--- src/rtl/char_io_pkg.sv ---
package char_io_pkg;
   localparam int unsigned IO_WORD_W = 16;

   localparam logic [IO_WORD_W-1:0] CODE_LDCH  = 16'hF800;
   localparam logic [IO_WORD_W-1:0] CODE_SNDCH = 16'hF400;
   localparam logic [IO_WORD_W-1:0] CODE_SKRX  = 16'hF200;
   localparam logic [IO_WORD_W-1:0] CODE_SKTX  = 16'hF100;
   localparam logic [IO_WORD_W-1:0] CODE_INTON = 16'hF080;
   localparam logic [IO_WORD_W-1:0] CODE_INTOF = 16'hF040;

   typedef enum logic [2:0] {
      OP_NONE  = 3'd0,
      OP_LDCH  = 3'd1,
      OP_SNDCH = 3'd2,
      OP_SKRX  = 3'd3,
      OP_SKTX  = 3'd4,
      OP_INTON = 3'd5,
      OP_INTOF = 3'd6
   } io_op_e;
endpackage

--- src/rtl/cio_decode.sv ---
module cio_decode
   import char_io_pkg::*;
(
   input  logic                 exec_en,
   input  logic [IO_WORD_W-1:0] instr,
   output io_op_e               op
);
   always_comb begin
      op = OP_NONE;
      if (exec_en) begin
         case (instr)
            CODE_LDCH:  op = OP_LDCH;
            CODE_SNDCH: op = OP_SNDCH;
            CODE_SKRX:  op = OP_SKRX;
            CODE_SKTX:  op = OP_SKTX;
            CODE_INTON: op = OP_INTON;
            CODE_INTOF: op = OP_INTOF;
            default:    op = OP_NONE;
         endcase
      end
   end
endmodule

--- src/rtl/cio_flags.sv ---
module cio_flags
   import char_io_pkg::*;
(
   input  logic   clk,
   input  logic   rst_n,
   input  io_op_e op,
   input  logic   rx_strobe,
   input  logic   tx_done,
   output logic   rx_flag,
   output logic   tx_flag,
   output logic   int_en
);
   always_ff @(posedge clk) begin
      if (!rst_n) begin
         rx_flag <= 1'b0;
      end else if (rx_strobe) begin
         rx_flag <= 1'b1;
      end else if (op == OP_LDCH) begin
         rx_flag <= 1'b0;
      end
   end

   always_ff @(posedge clk) begin
      if (!rst_n) begin
         tx_flag <= 1'b1;
      end else if (tx_done) begin
         tx_flag <= 1'b1;
      end else if (op == OP_SNDCH) begin
         tx_flag <= 1'b0;
      end
   end

   always_ff @(posedge clk) begin
      if (!rst_n) begin
         int_en <= 1'b0;
      end else if (op == OP_INTON) begin
         int_en <= 1'b1;
      end else if (op == OP_INTOF) begin
         int_en <= 1'b0;
      end
   end
endmodule

--- src/rtl/cio_tx.sv ---
module cio_tx
   import char_io_pkg::*;
#(
   parameter int unsigned CHAR_W = 8
) (
   input  logic              clk,
   input  logic              rst_n,
   input  io_op_e            op,
   input  logic [CHAR_W-1:0] char_in,
   output logic [CHAR_W-1:0] tx_char,
   output logic              tx_valid
);
   always_ff @(posedge clk) begin
      if (!rst_n) begin
         tx_char  <= '0;
         tx_valid <= 1'b0;
      end else begin
         tx_valid <= (op == OP_SNDCH);
         if (op == OP_SNDCH) begin
            tx_char <= char_in;
         end
      end
   end
endmodule

--- src/rtl/char_io_unit.sv ---
module char_io_unit
   import char_io_pkg::*;
#(
   parameter int unsigned ACC_W   = 16,
   parameter int unsigned CHAR_W  = 8,
   parameter int unsigned IRQ_REG = 0
) (
   input  logic                 clk,
   input  logic                 rst_n,
   input  logic                 exec_en,
   input  logic [IO_WORD_W-1:0] instr,
   input  logic [ACC_W-1:0]     acc_in,
   input  logic [CHAR_W-1:0]    rx_char,
   input  logic                 rx_strobe,
   input  logic                 tx_done,
   output logic [ACC_W-1:0]     acc_out,
   output logic                 acc_we,
   output logic                 skip_req,
   output logic [CHAR_W-1:0]    tx_char,
   output logic                 tx_valid,
   output logic                 rx_flag,
   output logic                 tx_flag,
   output logic                 int_en,
   output logic                 irq
);
   localparam bit FULL_WIDTH_CHAR = (CHAR_W == ACC_W);

   if (CHAR_W < 1) begin : g_bad_char_w
      $error("CHAR_W must be at least 1");
   end
   if (CHAR_W > ACC_W) begin : g_bad_acc_w
      $error("CHAR_W must not exceed ACC_W");
   end
   if (IRQ_REG > 1) begin : g_bad_irq_reg
      $error("IRQ_REG must be 0 or 1");
   end

   io_op_e            op;
   logic [ACC_W-1:0]  acc_loaded;
   logic              irq_next;

   cio_decode u_decode (
      .exec_en (exec_en),
      .instr   (instr),
      .op      (op)
   );

   cio_flags u_flags (
      .clk       (clk),
      .rst_n     (rst_n),
      .op        (op),
      .rx_strobe (rx_strobe),
      .tx_done   (tx_done),
      .rx_flag   (rx_flag),
      .tx_flag   (tx_flag),
      .int_en    (int_en)
   );

   cio_tx #(.CHAR_W(CHAR_W)) u_tx (
      .clk      (clk),
      .rst_n    (rst_n),
      .op       (op),
      .char_in  (acc_in[CHAR_W-1:0]),
      .tx_char  (tx_char),
      .tx_valid (tx_valid)
   );

   if (FULL_WIDTH_CHAR) begin : g_full_load
      assign acc_loaded = rx_char;
   end else begin : g_low_load
      assign acc_loaded = {acc_in[ACC_W-1:CHAR_W], rx_char};
   end

   always_comb begin
      acc_we   = (op == OP_LDCH);
      acc_out  = acc_we ? acc_loaded : acc_in;
      skip_req = ((op == OP_SKRX) && rx_flag) ||
                 ((op == OP_SKTX) && tx_flag);
   end

   assign irq_next = int_en & (rx_flag | tx_flag);

   if (IRQ_REG == 1) begin : g_irq_reg
      always_ff @(posedge clk) begin
         if (!rst_n) begin
            irq <= 1'b0;
         end else begin
            irq <= irq_next;
         end
      end
   end else begin : g_irq_comb
      assign irq = irq_next;
   end
endmodule

--- config.mk ---
export PLATFORM = sky130hd
export DESIGN_NAME = char_io_unit
export DESIGN_NICKNAME = d
export VERILOG_FILES = /design/src/rtl/char_io_pkg.sv /design/src/rtl/cio_decode.sv /design/src/rtl/cio_flags.sv /design/src/rtl/cio_tx.sv /design/src/rtl/char_io_unit.sv
export SDC_FILE = /design/constraint.sdc
export NUM_CORES = 1
export LEC_CHECK = 0
export BUFFER_PORTS_ARGS = -buffer_cell sky130_fd_sc_hd__buf_4
export CAP_MARGIN = 20
export CORE_ASPECT_RATIO = 0.75
export CORE_MARGIN = 2
export CORE_UTILIZATION = 36
export CTS_CLUSTER_SIZE = 25
export DETAILED_ROUTE_END_ITERATION = 8
export PLACE_DENSITY = 0.83
export SLEW_MARGIN = 20
export SYNTH_ARGS = -nofsm -noshare
export SYNTH_HDL_FRONTEND = slang
export SYNTH_SLANG_ARGS = --single-unit
--- constraint.sdc ---
create_clock -name clk -period 2.3 [get_ports clk]
set_input_delay 0.46 -clock clk [delete_from_list [all_inputs] [get_ports clk]]
set_output_delay 0.46 -clock clk [all_outputs]
set_load 0.01 [all_outputs]
After elaboration in Yosys (flattened, before gate mapping)

Cells that the tools add are included.
Widths: inputs -> output; s select.

Output and inout bits: 31
Register bits after elaboration: 12
Logic and storage cells: 33
Input bits: 45

Reduce and logical (&&, ||, !) cells: 6
Equality and inequality tests: 12
Bitwise gates (word level): 3
Muxes and demuxes: 7

Operators with widths:

| kind                 | count |
|---|---|
| $eq 16x16->1 const B | 6 |
| $pmux 3 s6           | 1 |
| $eq 3x3->1 const B   | 3 |
| $mux 8               | 1 |
| $eq 3x2->1 const B   | 2 |
| $mux 1               | 4 |
| $reduce_bool 2->1    | 2 |
| $eq 3x1->1 const B   | 1 |
| $mux 3               | 1 |
| $logic_and 1x1->1    | 2 |
| $reduce_or 2->1      | 1 |
| $and 1x1->1          | 1 |
| $logic_or 1x1->1     | 1 |
| $not 1->1            | 1 |
| $or 1x1->1           | 1 |

Logic depth before layout (Yosys ltp)

Gate-level depths: netlist (run 1).

Depth in word-level cells: 6
Gate-level depth with buffers: 6
Gate-level depth less buffers: 4

Cells and area by module

From an unflattened synthesis (run 1), not the netlist that was laid out.

Cell total of the unflattened synthesis: 91
Area total of the unflattened synthesis: 882.1 um2

Modules (own cells, without submodules):

| module       | instances | cells each | seq. area each (um2) | area an instance (um2) |
|---|---|---|---|---|
| cio_tx       | 1         | 38         | 180.2                | 369.1 |
| char_io_unit | 1         | 22         | 0.0                  | 232.7 |
| cio_decode   | 1         | 17         | 0.0                  | 148.9 |
| cio_flags    | 1         | 14         | 60.1                 | 131.4 |

Least setup slack after synthesis (run 1)

OpenSTA, ideal clock, no wires.

Path kind: input to output
Start: input instr[6]
End: output skip_req
Required time: 1.840 ns
Cell stages on the path: 3
Slack: 0.115 ns
Arrival time: 1.725 ns
Path buffers: 0
Cells stage by stage: or4_4 -> or4_1 -> a21oi_1

Word-level cells in the longest chain between the ends: 6
Elaborated cells between the ends (all ways): 13
Classes of those cells: eq/ne: 8; mux: 2; reduce/logical: 3

Ends and longest elaborated chain:

| element                                     | line                                   | RTL |
|---|---|---|
| from (decl)                                 | char_io_unit.sv:11                     | `input logic [IO_WORD_W-1:0] instr,` |
| $eq 16x16->1                                | cio_decode.sv:11                       | `case (instr)` |
| $pmux 3 s6 *                                | cio_decode.sv:11                       |  |
| $mux 3 *                                    | cio_decode.sv:10                       | `if (exec_en) begin` |
| $eq 3x2->1 or $eq 3x3->1 (tied branches)    | char_io_unit.sv:77, char_io_unit.sv:78 |  |
| $logic_and 1x1->1, on equally long branches | char_io_unit.sv:77, char_io_unit.sv:78 |  |
| $logic_or 1x1->1 *                          | char_io_unit.sv:77                     | `skip_req = ((op == OP_SKRX) && rx_flag) \|\|` |
| to (decl)                                   | char_io_unit.sv:18                     | `output logic skip_req,` |

Mark *: on every way between the ends. The rest lies on a longest branch, timed or not.

Final worst setup path (run 1)

Same ends and word-level chain as after synthesis.

==> results of run 1 <==
-- registers in the layout, summed over array words and instances (netlist names) --
register         cells
u_flags.int_en       1
u_tx.tx_char         8
u_flags.rx_flag      1
u_flags.tx_flag      1
u_tx.tx_valid        1
-- metrics by stage --
stage,instances,setup TNS (ps)
after floorplan,95,0
after global placement,173,-237
after detailed placement,173,-420
after CTS,178,-210
after global routing,179,-645
final,179,-272
-- worst max path at each step --
stage / startpoint / to / slack (ps) / cells after the start
finish: instr[6] / skip_req / -70 / 5
global route: instr[6] / acc_out[0] / -90 / 6
CTS: instr[6] / skip_req / -50 / 5
detailed placement: instr[6] / skip_req / -70 / 5
global placement: instr[6] / skip_req / -50 / 5
floorplan: instr[6] / skip_req / 110 / 3
-- cells in the mapped netlist, drive strengths merged (3+ instances only) --
cell type / instances
buf: 10
dfxtp: 12
inv: 3
mux2: 8
mux2i: 8
nand2: 16
nor3: 4
o21ai: 5
xor2: 3
-- power by group through the flow --
stage          logic (mW)  registers [mW]  clock network [mW]
2_1_floorplan      0.0538           0.215                   0
3_3_place_gp        0.110           0.215                   0
3_5_place_dp        0.115           0.215                   0
4_1_cts             0.118           0.210               0.177
5_1_grt             0.130           0.210               0.190
6_report            0.121           0.210               0.171
-- layer usage --
metal  share of wire, %  global-route usage [%]  up-vias
met2                 55                    37.1       46
met5                  0                       0        -
met3                7.6                    6.53        0
met1                 38                    19.6      426
li1                   -                       -      452
met4                  0                    2.73        0
-- cells by family (layout without fill, tap and decap cells) --
group	count (synthesis)	after routing	share of synthesized area, %
flip-flops	12	12	29.0
multiplexers	16	16	20.5
AND/OR/NAND/NOR	33	34	22.4
XOR/XNOR	4	4	4.23
buffers and inverters	15	73	11.0
AO/OA/AOI/OAI	15	15	12.8
-- worst max-delay path, stage by stage --
cell and delay, ps:
buf_6 90, or4_4 550, or4_4 540, a21oi_2 130, buf_4 130
-- repair_timing --
action,4_1_cts,5_1_grt
resized for setup,5,4
cloned,1,0
setup buffers,0,1
setup endpoints to repair,9,9
hold buffers,0,0
hold endpoints to repair,0,0
pin swaps,2,0
-- cell type report --
| cell class | instances | share of cell area [%] |
|---|---|---|
| clock buffer | 4 | 2.66 |
| inverter | 3 | 0.825 |
| multi-input combinational | 69 | 39.5 |
| sequential | 12 | 17.6 |
| tap | 25 | 2.29 |
| timing repair buffer | 66 | 37.1 |
==> flow_summary.toml, run 1 <==
[cts]
clkSinkCount = 12
htree_num_levels = 1
cts_tree = "yes"
path_clk_slew_ps = 80
clk_path_buf_depth = 2
root_buffer = "clkbuf_4"
clk_latency_ps = 270
cts_made_buffers = 3

[finish]
multi_input_area_um2 = 539
utilization_pct = 61.1
nets = 200
final_cell_area_mm2 = 0.00137
area_growth_pct = 64.8
final_common_cell = "buf_4"
antenna_cells = 0
fill_cells = 200
layout_common_cells = "buf_4 (63), nand2_1 (16), dfxtp_1 (12), mux2i_1 (8), mux2_2 (7)"
drive_gt1_share_pct = 57.1
regArea_um2 = 240

[worst_setup_path]
worst_r2r_endpoint = "u_flags.int_en"
r2r_cells = 2
reg2reg_slack_ps = 1460
crit_arrival_ps = 1910
crit_type = "input port to output pin"
startpoint_type = "input port"
worst_ep_required_time_ps = 1840
path_max_fanout = 2
reg2reg_from = "u_flags.int_en"
end_kind = "output pin"

[global_route]
grt_antenna_before_repair = 0
grt-ovfl-total = 0
grt_pass1_vias = 884
grt_pass1_wl_um = 3770
grt_usage_pct = 18.8
grt_max_degree = 21

[timing]
fmax_ghz = 0.422
slew_violations = 0
fin_ws_ps = -68.2
min_period_ps = 2370
hold_ws_ps = 375
fin_crit_sh_pct = 103
slew_headroom_pct = 73.3
rsz0062_at_grt = "true"
skew_ps = 0
tightest_slew_ps = 398
setup_viol = 9
hold_violations = 0

[yosys]
async_reset_ff_share_pct = 0
synth_nets = 140
avgSynthCellArea_um2 = 8.72
synth_top_area_share_pct = 29.0
synth_warnings = 0
syn-instance-count = 95
ys.flop_type = "dfxtp_1"
yosysSeqAreaShare_pct = 29.0
syn_area_um2 = 828
synth_edf_count = 0
post_synth_num_cell_types = 32
yosys.area.top_type = "dfxtp_1"
synth_seq_cells = 12
yosys-top-cells-area = "dfxtp_1 (29%), mux2_2 (11%), mux2i_1 (9.7%), buf_4 (8.2%), nand2_1 (7.3%)"

[power]
leakagePower_nw = 0.634
p_sw_share_pct = 24.9
p_seq_share_pct = 41.7
combPwrFrac_pct = 24.2
power_mw = 0.502
switching_power_mw = 0.125
powerDensity_mw_per_mm2 = 368
ir_drop_mv = 0.315
power_frac_clock_pct = 34.1
intPower_mw = 0.377

[min_path]
min_path_type = "input port to flip-flop"
hold_path_startpoint = "tx_done"
min_path_cells = 3
hold_end = "u_flags.tx_flag"

[detailed_routing]
via_per_inst = 5.16
initialDrtViolationCount = 18
wl_per_cell_um = 14.3
drc = 0
postRouteAntennaNets = 0
firstDrtPassIters = 4
vias = 924
wl_um = 2550

[die]
die_area_mm2 = 0.00270
die_x_um = 59.4
die_h_um = 45.5
coreArea_mm2 = 0.00223
start_util_pct = 37.1
io_pins = 76
rows = 15

[run]
drv_cap = 0

[status]
violations = "setup timing"
outcome = "finished with violations"

[placement]
gp_congestion = 0.812
placed_area_mm2 = 0.00127
hpwl_um = 1900
io_buffers = 59
place_worst_setup_slack_ps = -74.0
Note: power is estimated with default switching activity, not from simulation.
==> inputs of run 2 (changes only) <==
--- a/config.mk
+++ b/config.mk
@@ -5,14 +5,12 @@
 export SDC_FILE = /design/constraint.sdc
 export NUM_CORES = 1
 export LEC_CHECK = 0
-export BUFFER_PORTS_ARGS = -buffer_cell sky130_fd_sc_hd__buf_4
 export CAP_MARGIN = 20
-export CORE_ASPECT_RATIO = 0.75
-export CORE_MARGIN = 2
-export CORE_UTILIZATION = 36
+export CORE_UTILIZATION = 52
 export CTS_CLUSTER_SIZE = 25
 export DETAILED_ROUTE_END_ITERATION = 8
-export PLACE_DENSITY = 0.83
+export DONT_BUFFER_PORTS = 1
+export PLACE_DENSITY = 0.64
 export SLEW_MARGIN = 20
 export SYNTH_ARGS = -nofsm -noshare
 export SYNTH_HDL_FRONTEND = slang
==> run 2 against run 1 <==
Net effect: the flow now finishes without violations; via count is 29% lower; register-to-register slack about the same; combinational power decreased by 69%; critical path depth is 2 lower; critical endpoint unchanged; largest power group unchanged.
==> flow_summary.toml, run 2 (synthesized netlist as in run 1, its figures left out) <==
[status]
outcome = "finished clean"

[cts]
clk_latency_ps = 270
htree_num_levels = 1
cts_made_buffers = 3
clk_path_buf_depth = 2
path_clk_slew_ps = 70
ctsResizeCount = 0
clkSinkCount = 12
cts_setup_buffers = 0
cts_tree = "yes"
root_buffer = "clkbuf_4"
holdBufCountCts = 0

[finish]
top_register = "u_tx.tx_char"
largest_reg_flops = 8
area_growth_pct = -2.87
final_common_cell = "nand2_1"
final_cell_area_um2 = 805
antenna_cells = 0
nets = 134
drive_gt1_share_pct = 19.5
layout_common_cells = "nand2_1 (16), dfxtp_1 (12), mux2_2 (8), mux2i_1 (8), o21ai_0 (5)"

[power]
intPower_mw = 0.288
p_seq_share_pct = 56.1
ir_drop_mv = 0.362
power_frac_clock_pct = 33.9
powerDensity_mw_per_mm2 = 466
p_sw_share_pct = 23.3
switching_power_mw = 0.0872
leakagePower_nw = 0.293
combPwrFrac_pct = 10.0
power_mw = 0.375

[placement]
placed_area_um2 = 782
io_buffers = 0
gp_congestion = 0.646
hpwl_um = 1240

[timing]
hold_ws_ps = 289
setup_tns_ps = 0
setup_viol = 0
fin_crit_sh_pct = 97.4
hold_violations = 0
slew_violations = 0
fmax_ghz = 0.446
skew_ps = 0
slew_headroom_pct = 71.4
rsz0062_at_grt = "false"
min_period_ps = 2240
tightest_slew_ps = 428

[detailed_routing]
wl_per_cell_um = 15.8
vias = 660
wl_um = 1630
postRouteAntennaNets = 0
via_per_inst = 6.41
drc = 0
firstDrtPassIters = 4
initialDrtViolationCount = 10

[global_route]
grt-ovfl-total = 0
grt_usage_pct = 18.7
grt_pass1_wl_um = 2510
grt_pass1_vias = 624
grt_max_degree = 21
grt_antenna_before_repair = 0

[worst_setup_path]
worst_r2r_endpoint = "u_flags.int_en"
reg2reg_slack_ps = 1460
reg2reg_from = "u_flags.int_en"
startpoint_type = "input port"
crit_path_end = "skip_req"
path_max_fanout = 6
crit_arrival_ps = 1780
r2r_cells = 2
end_kind = "output pin"
crit_type = "input port to output pin"
cp-startpoint = "instr[6]"
worst_ep_required_time_ps = 1840

[die]
rows = 14
coreArea_mm2 = 0.00149
io_pins = 76
start_util_pct = 55.6
die_x_um = 41.9
die_h_um = 41.9
die_area_mm2 = 0.00176

[min_path]
min_path_type = "input port to flip-flop"

[run]
drv_cap = 0
[run 2: final cells by class]
class                   instances  area (µm²)
clock buffers                   3        22.5
fillers                       148         684
inverters                       3        11.3
multi-input cells              68         503
flip-flops and latches         12         240
well taps                      16        20.0
repair buffers                  1        7.51
[run 2: routing by layer]
| metal | track usage [%] | up-vias | share of wire, % | wire length [µm] |
|---|---|---|---|---|
| li1 | - | 316 | - | - |
| met1 | 22.9 | 302 | 42 | 680 |
| met2 | 28.1 | 29 | 47 | 768 |
| met3 | 8.26 | 13 | 8.8 | 144 |
| met4 | 8.39 | 0 | 2.3 | 38 |
| met5 | 0 | - | 0 | 0 |
[run 2: worst min path at each step]
stage,startpoint,endpoint,slack (ps),cells past startpoint
after CTS,tx_done,u_flags.tx_flag,300,2
after global placement,u_tx.tx_char[2],u_tx.tx_char[2],490,2
after global routing,tx_done,u_flags.tx_flag,290,2
after floorplan,u_tx.tx_char[0],u_tx.tx_char[0],480,2
final,tx_done,u_flags.tx_flag,290,2
after detailed placement,u_tx.tx_char[2],u_tx.tx_char[2],490,2
[run 2: metrics by stage]
step / setup WS, ps / util (%) / std cells
2_1_floorplan: 115 / - / 95
3_3_place_gp: 84.2 / 52.5 / 100
3_5_place_dp: 56.0 / 52.5 / 100
4_1_cts: 54.9 / 54.0 / 103
5_1_grt: 22.9 / 54.0 / 103
6_report: 58.8 / 54.0 / 103
[run 2: power groups by stage]
stage | registers (mW) | logic [mW] | clock network [mW]
6_report | 0.210 | 0.0374 | 0.127
5_1_grt | 0.211 | 0.0418 | 0.141
4_1_cts | 0.210 | 0.0375 | 0.128
3_5_place_dp | 0.215 | 0.0374 | 0
3_3_place_gp | 0.215 | 0.0365 | 0
2_1_floorplan | 0.215 | 0.0538 | 0
[run 2: critical path: stages]
cell,delay (ps)
or4_4,540
or4_1,520
a21oi_1,260
==> inputs of run 3 (changes only) <==
--- a/config.mk
+++ b/config.mk
@@ -10,6 +10,7 @@
 export CTS_CLUSTER_SIZE = 25
 export DETAILED_ROUTE_END_ITERATION = 8
 export DONT_BUFFER_PORTS = 1
+export GPL_TIMING_DRIVEN = 0
 export PLACE_DENSITY = 0.64
 export SLEW_MARGIN = 20
 export SYNTH_ARGS = -nofsm -noshare
==> run 3 against run 2 <==
Net effect: clock skew unchanged; maximum frequency increased by 1.6%; critical path depth did not move; power grew 16%; critical path type unchanged.
==> flow_summary.toml, run 3 (synthesized netlist as in run 1, its figures left out) <==
[detailed_routing]
drc = 0
vias = 708
wl_per_cell_um = 14.7
initialDrtViolationCount = 17
postRouteAntennaNets = 0
via_per_inst = 6.16
wl_um = 1690
firstDrtPassIters = 4

[timing]
fin_crit_sh_pct = 95.9
slew_violations = 0
min_period_ps = 2200
hold_ws_ps = 299
setup_tns_ps = 0
hold_violations = 0
slew_headroom_pct = 72.3
fmax_ghz = 0.454
skew_ps = 0
rsz0062_at_grt = "false"
setup_viol = 0
tightest_slew_ps = 415

[run]
drv_cap = 0

[cts]
root_buffer = "clkbuf_4"
path_clk_slew_ps = 70
clk_latency_ps = 260
cts_tree = "yes"
clkSinkCount = 12
cts_made_buffers = 3
htree_num_levels = 1
clk_path_buf_depth = 2
cts_setup_buffers = 0
holdBufCountCts = 0

[min_path]
hold_end = "u_flags.tx_flag"
min_path_type = "input port to flip-flop"
hold_path_startpoint = "tx_done"
min_path_cells = 2

[worst_setup_path]
end_kind = "output pin"
reg2reg_from = "u_flags.int_en"
path_max_fanout = 6
cp.depth = 3
worst_r2r_endpoint = "u_flags.int_en"
crit_slowest_cell = "or4_4"
worst-path-buf-inv = 0
worst_ep_required_time_ps = 1840
r2r_cells = 2
slowest_delay_ps = 540
crit_chain = "or4_4, or4_1, a21oi_2"
startpoint_type = "input port"
crit_arrival_ps = 1740
reg2reg_slack_ps = 1470
critical_path.top_delay_family = "simple AND/OR/NAND/NOR gates"
crit_type = "input port to output pin"

[power]
powerDensity_mw_per_mm2 = 486
ir_drop_mv = 0.335
leakagePower_nw = 0.346

[finish]
area_growth_pct = 8.01
top_register = "u_tx.tx_char"
antenna_cells = 0
stdcell_count = 115
final_common_cell = "nand2_1"
drive_gt1_share_pct = 28.3
largest_reg_flops = 8
layout_common_cells = "nand2_1 (16), dfxtp_1 (12), buf_4 (9), mux2_2 (8), mux2i_1 (8)"
nets = 145

[global_route]
grt-ovfl-total = 0
grt_antenna_before_repair = 0
grt_pass1_wl_um = 2700
grt_max_degree = 11
grt_usage_pct = 19.7
grt_pass1_vias = 664

[die]
rows = 14
coreArea_mm2 = 0.00149
io_pins = 76
start_util_pct = 55.6
die_x_um = 41.9
die_area_mm2 = 0.00176
die_h_um = 41.9

[placement]
io_buffers = 0
gp_congestion = 0.727
hpwl_um = 1300
dp_cells = 111

[status]
outcome = "finished clean"
==> run 3: changes by cell type in the layout (fill, tap and decap cells not counted) <==
cell,previous run,this run
clkbuf_8,0,1
buf_4,1,9
nor4b_1,1,0
nor4_1,0,1
nor4_2,1,0
nor4b_2,0,1
a21oi_1,1,0
buf_2,0,1
clkbuf_1,0,2
a21oi_2,0,1
==> run 3: worst max-delay path by stage <==
stage,from,endpoint,slack (ps)
2_1_floorplan,instr[6],skip_req,110
3_3_place_gp,instr[6],skip_req,90
3_5_place_dp,instr[6],skip_req,60
4_1_cts,instr[6],skip_req,50
5_1_grt,instr[9],skip_req,30
6_report,instr[6],skip_req,100
==> run 3: final cells by class <==
| class | instances | area (µm²) |
|---|---|---|
| clock buffers | 4 | 36.3 |
| well taps | 16 | 20.0 |
| multi-input cells | 68 | 507 |
| flip-flops and latches | 12 | 240 |
| plain buffers | 12 | 80.1 |
| inverters | 3 | 11.3 |
| fillers | 129 | 594 |
==> run 3: worst register-to-register path, cell delays in order, from the launching register on <==
cell and delay [ps]:
dfxtp_1 430, o21ai_0 120, a311oi_1 200
==> run 3: per-layer routing <==
| layer | track usage (%) | up-vias | wire length (µm) |
|---|---|---|---|
| met3 | 7.83 | 2 | 160 |
| met2 | 34.1 | 41 | 837 |
| li1 | - | 341 | - |
| met1 | 23.0 | 324 | 676 |
| met4 | 3.87 | 0 | 10 |
| met5 | 0 | - | 0 |
==> run 3: where the power goes <==
| part | total, mW | internal [mW] | leakage [nW] | switching [mW] |
|---|---|---|---|---|
| sequential | 0.210 | 0.209 | 0.0970 | 0.00154 |
| combinational | 0.0598 | 0.0281 | 0.228 | 0.0317 |
| clock | 0.165 | 0.0960 | 0.0210 | 0.0685 |
| total | 0.435 | 0.333 | 0.346 | 0.102 |
==> run 3: what timing repair did <==
action / CTS / global route
hold endpoints to repair: 0 / 0
gates resized for setup: 0 / 2
endpoints found under the setup margin: 0 / 9
==> run 3: through the flow <==
step                      util, %  cell area [µm²]  power (mW)  setup slack [ps]
final                        60.1              895       0.435              95.1
after global routing         60.1              895       0.461              29.0
after CTS                    59.4              885       0.442              48.0
after detailed placement     57.0              848       0.275              55.3
after global placement       57.0              848       0.274              90.4
after floorplan                 -              828       0.269               115
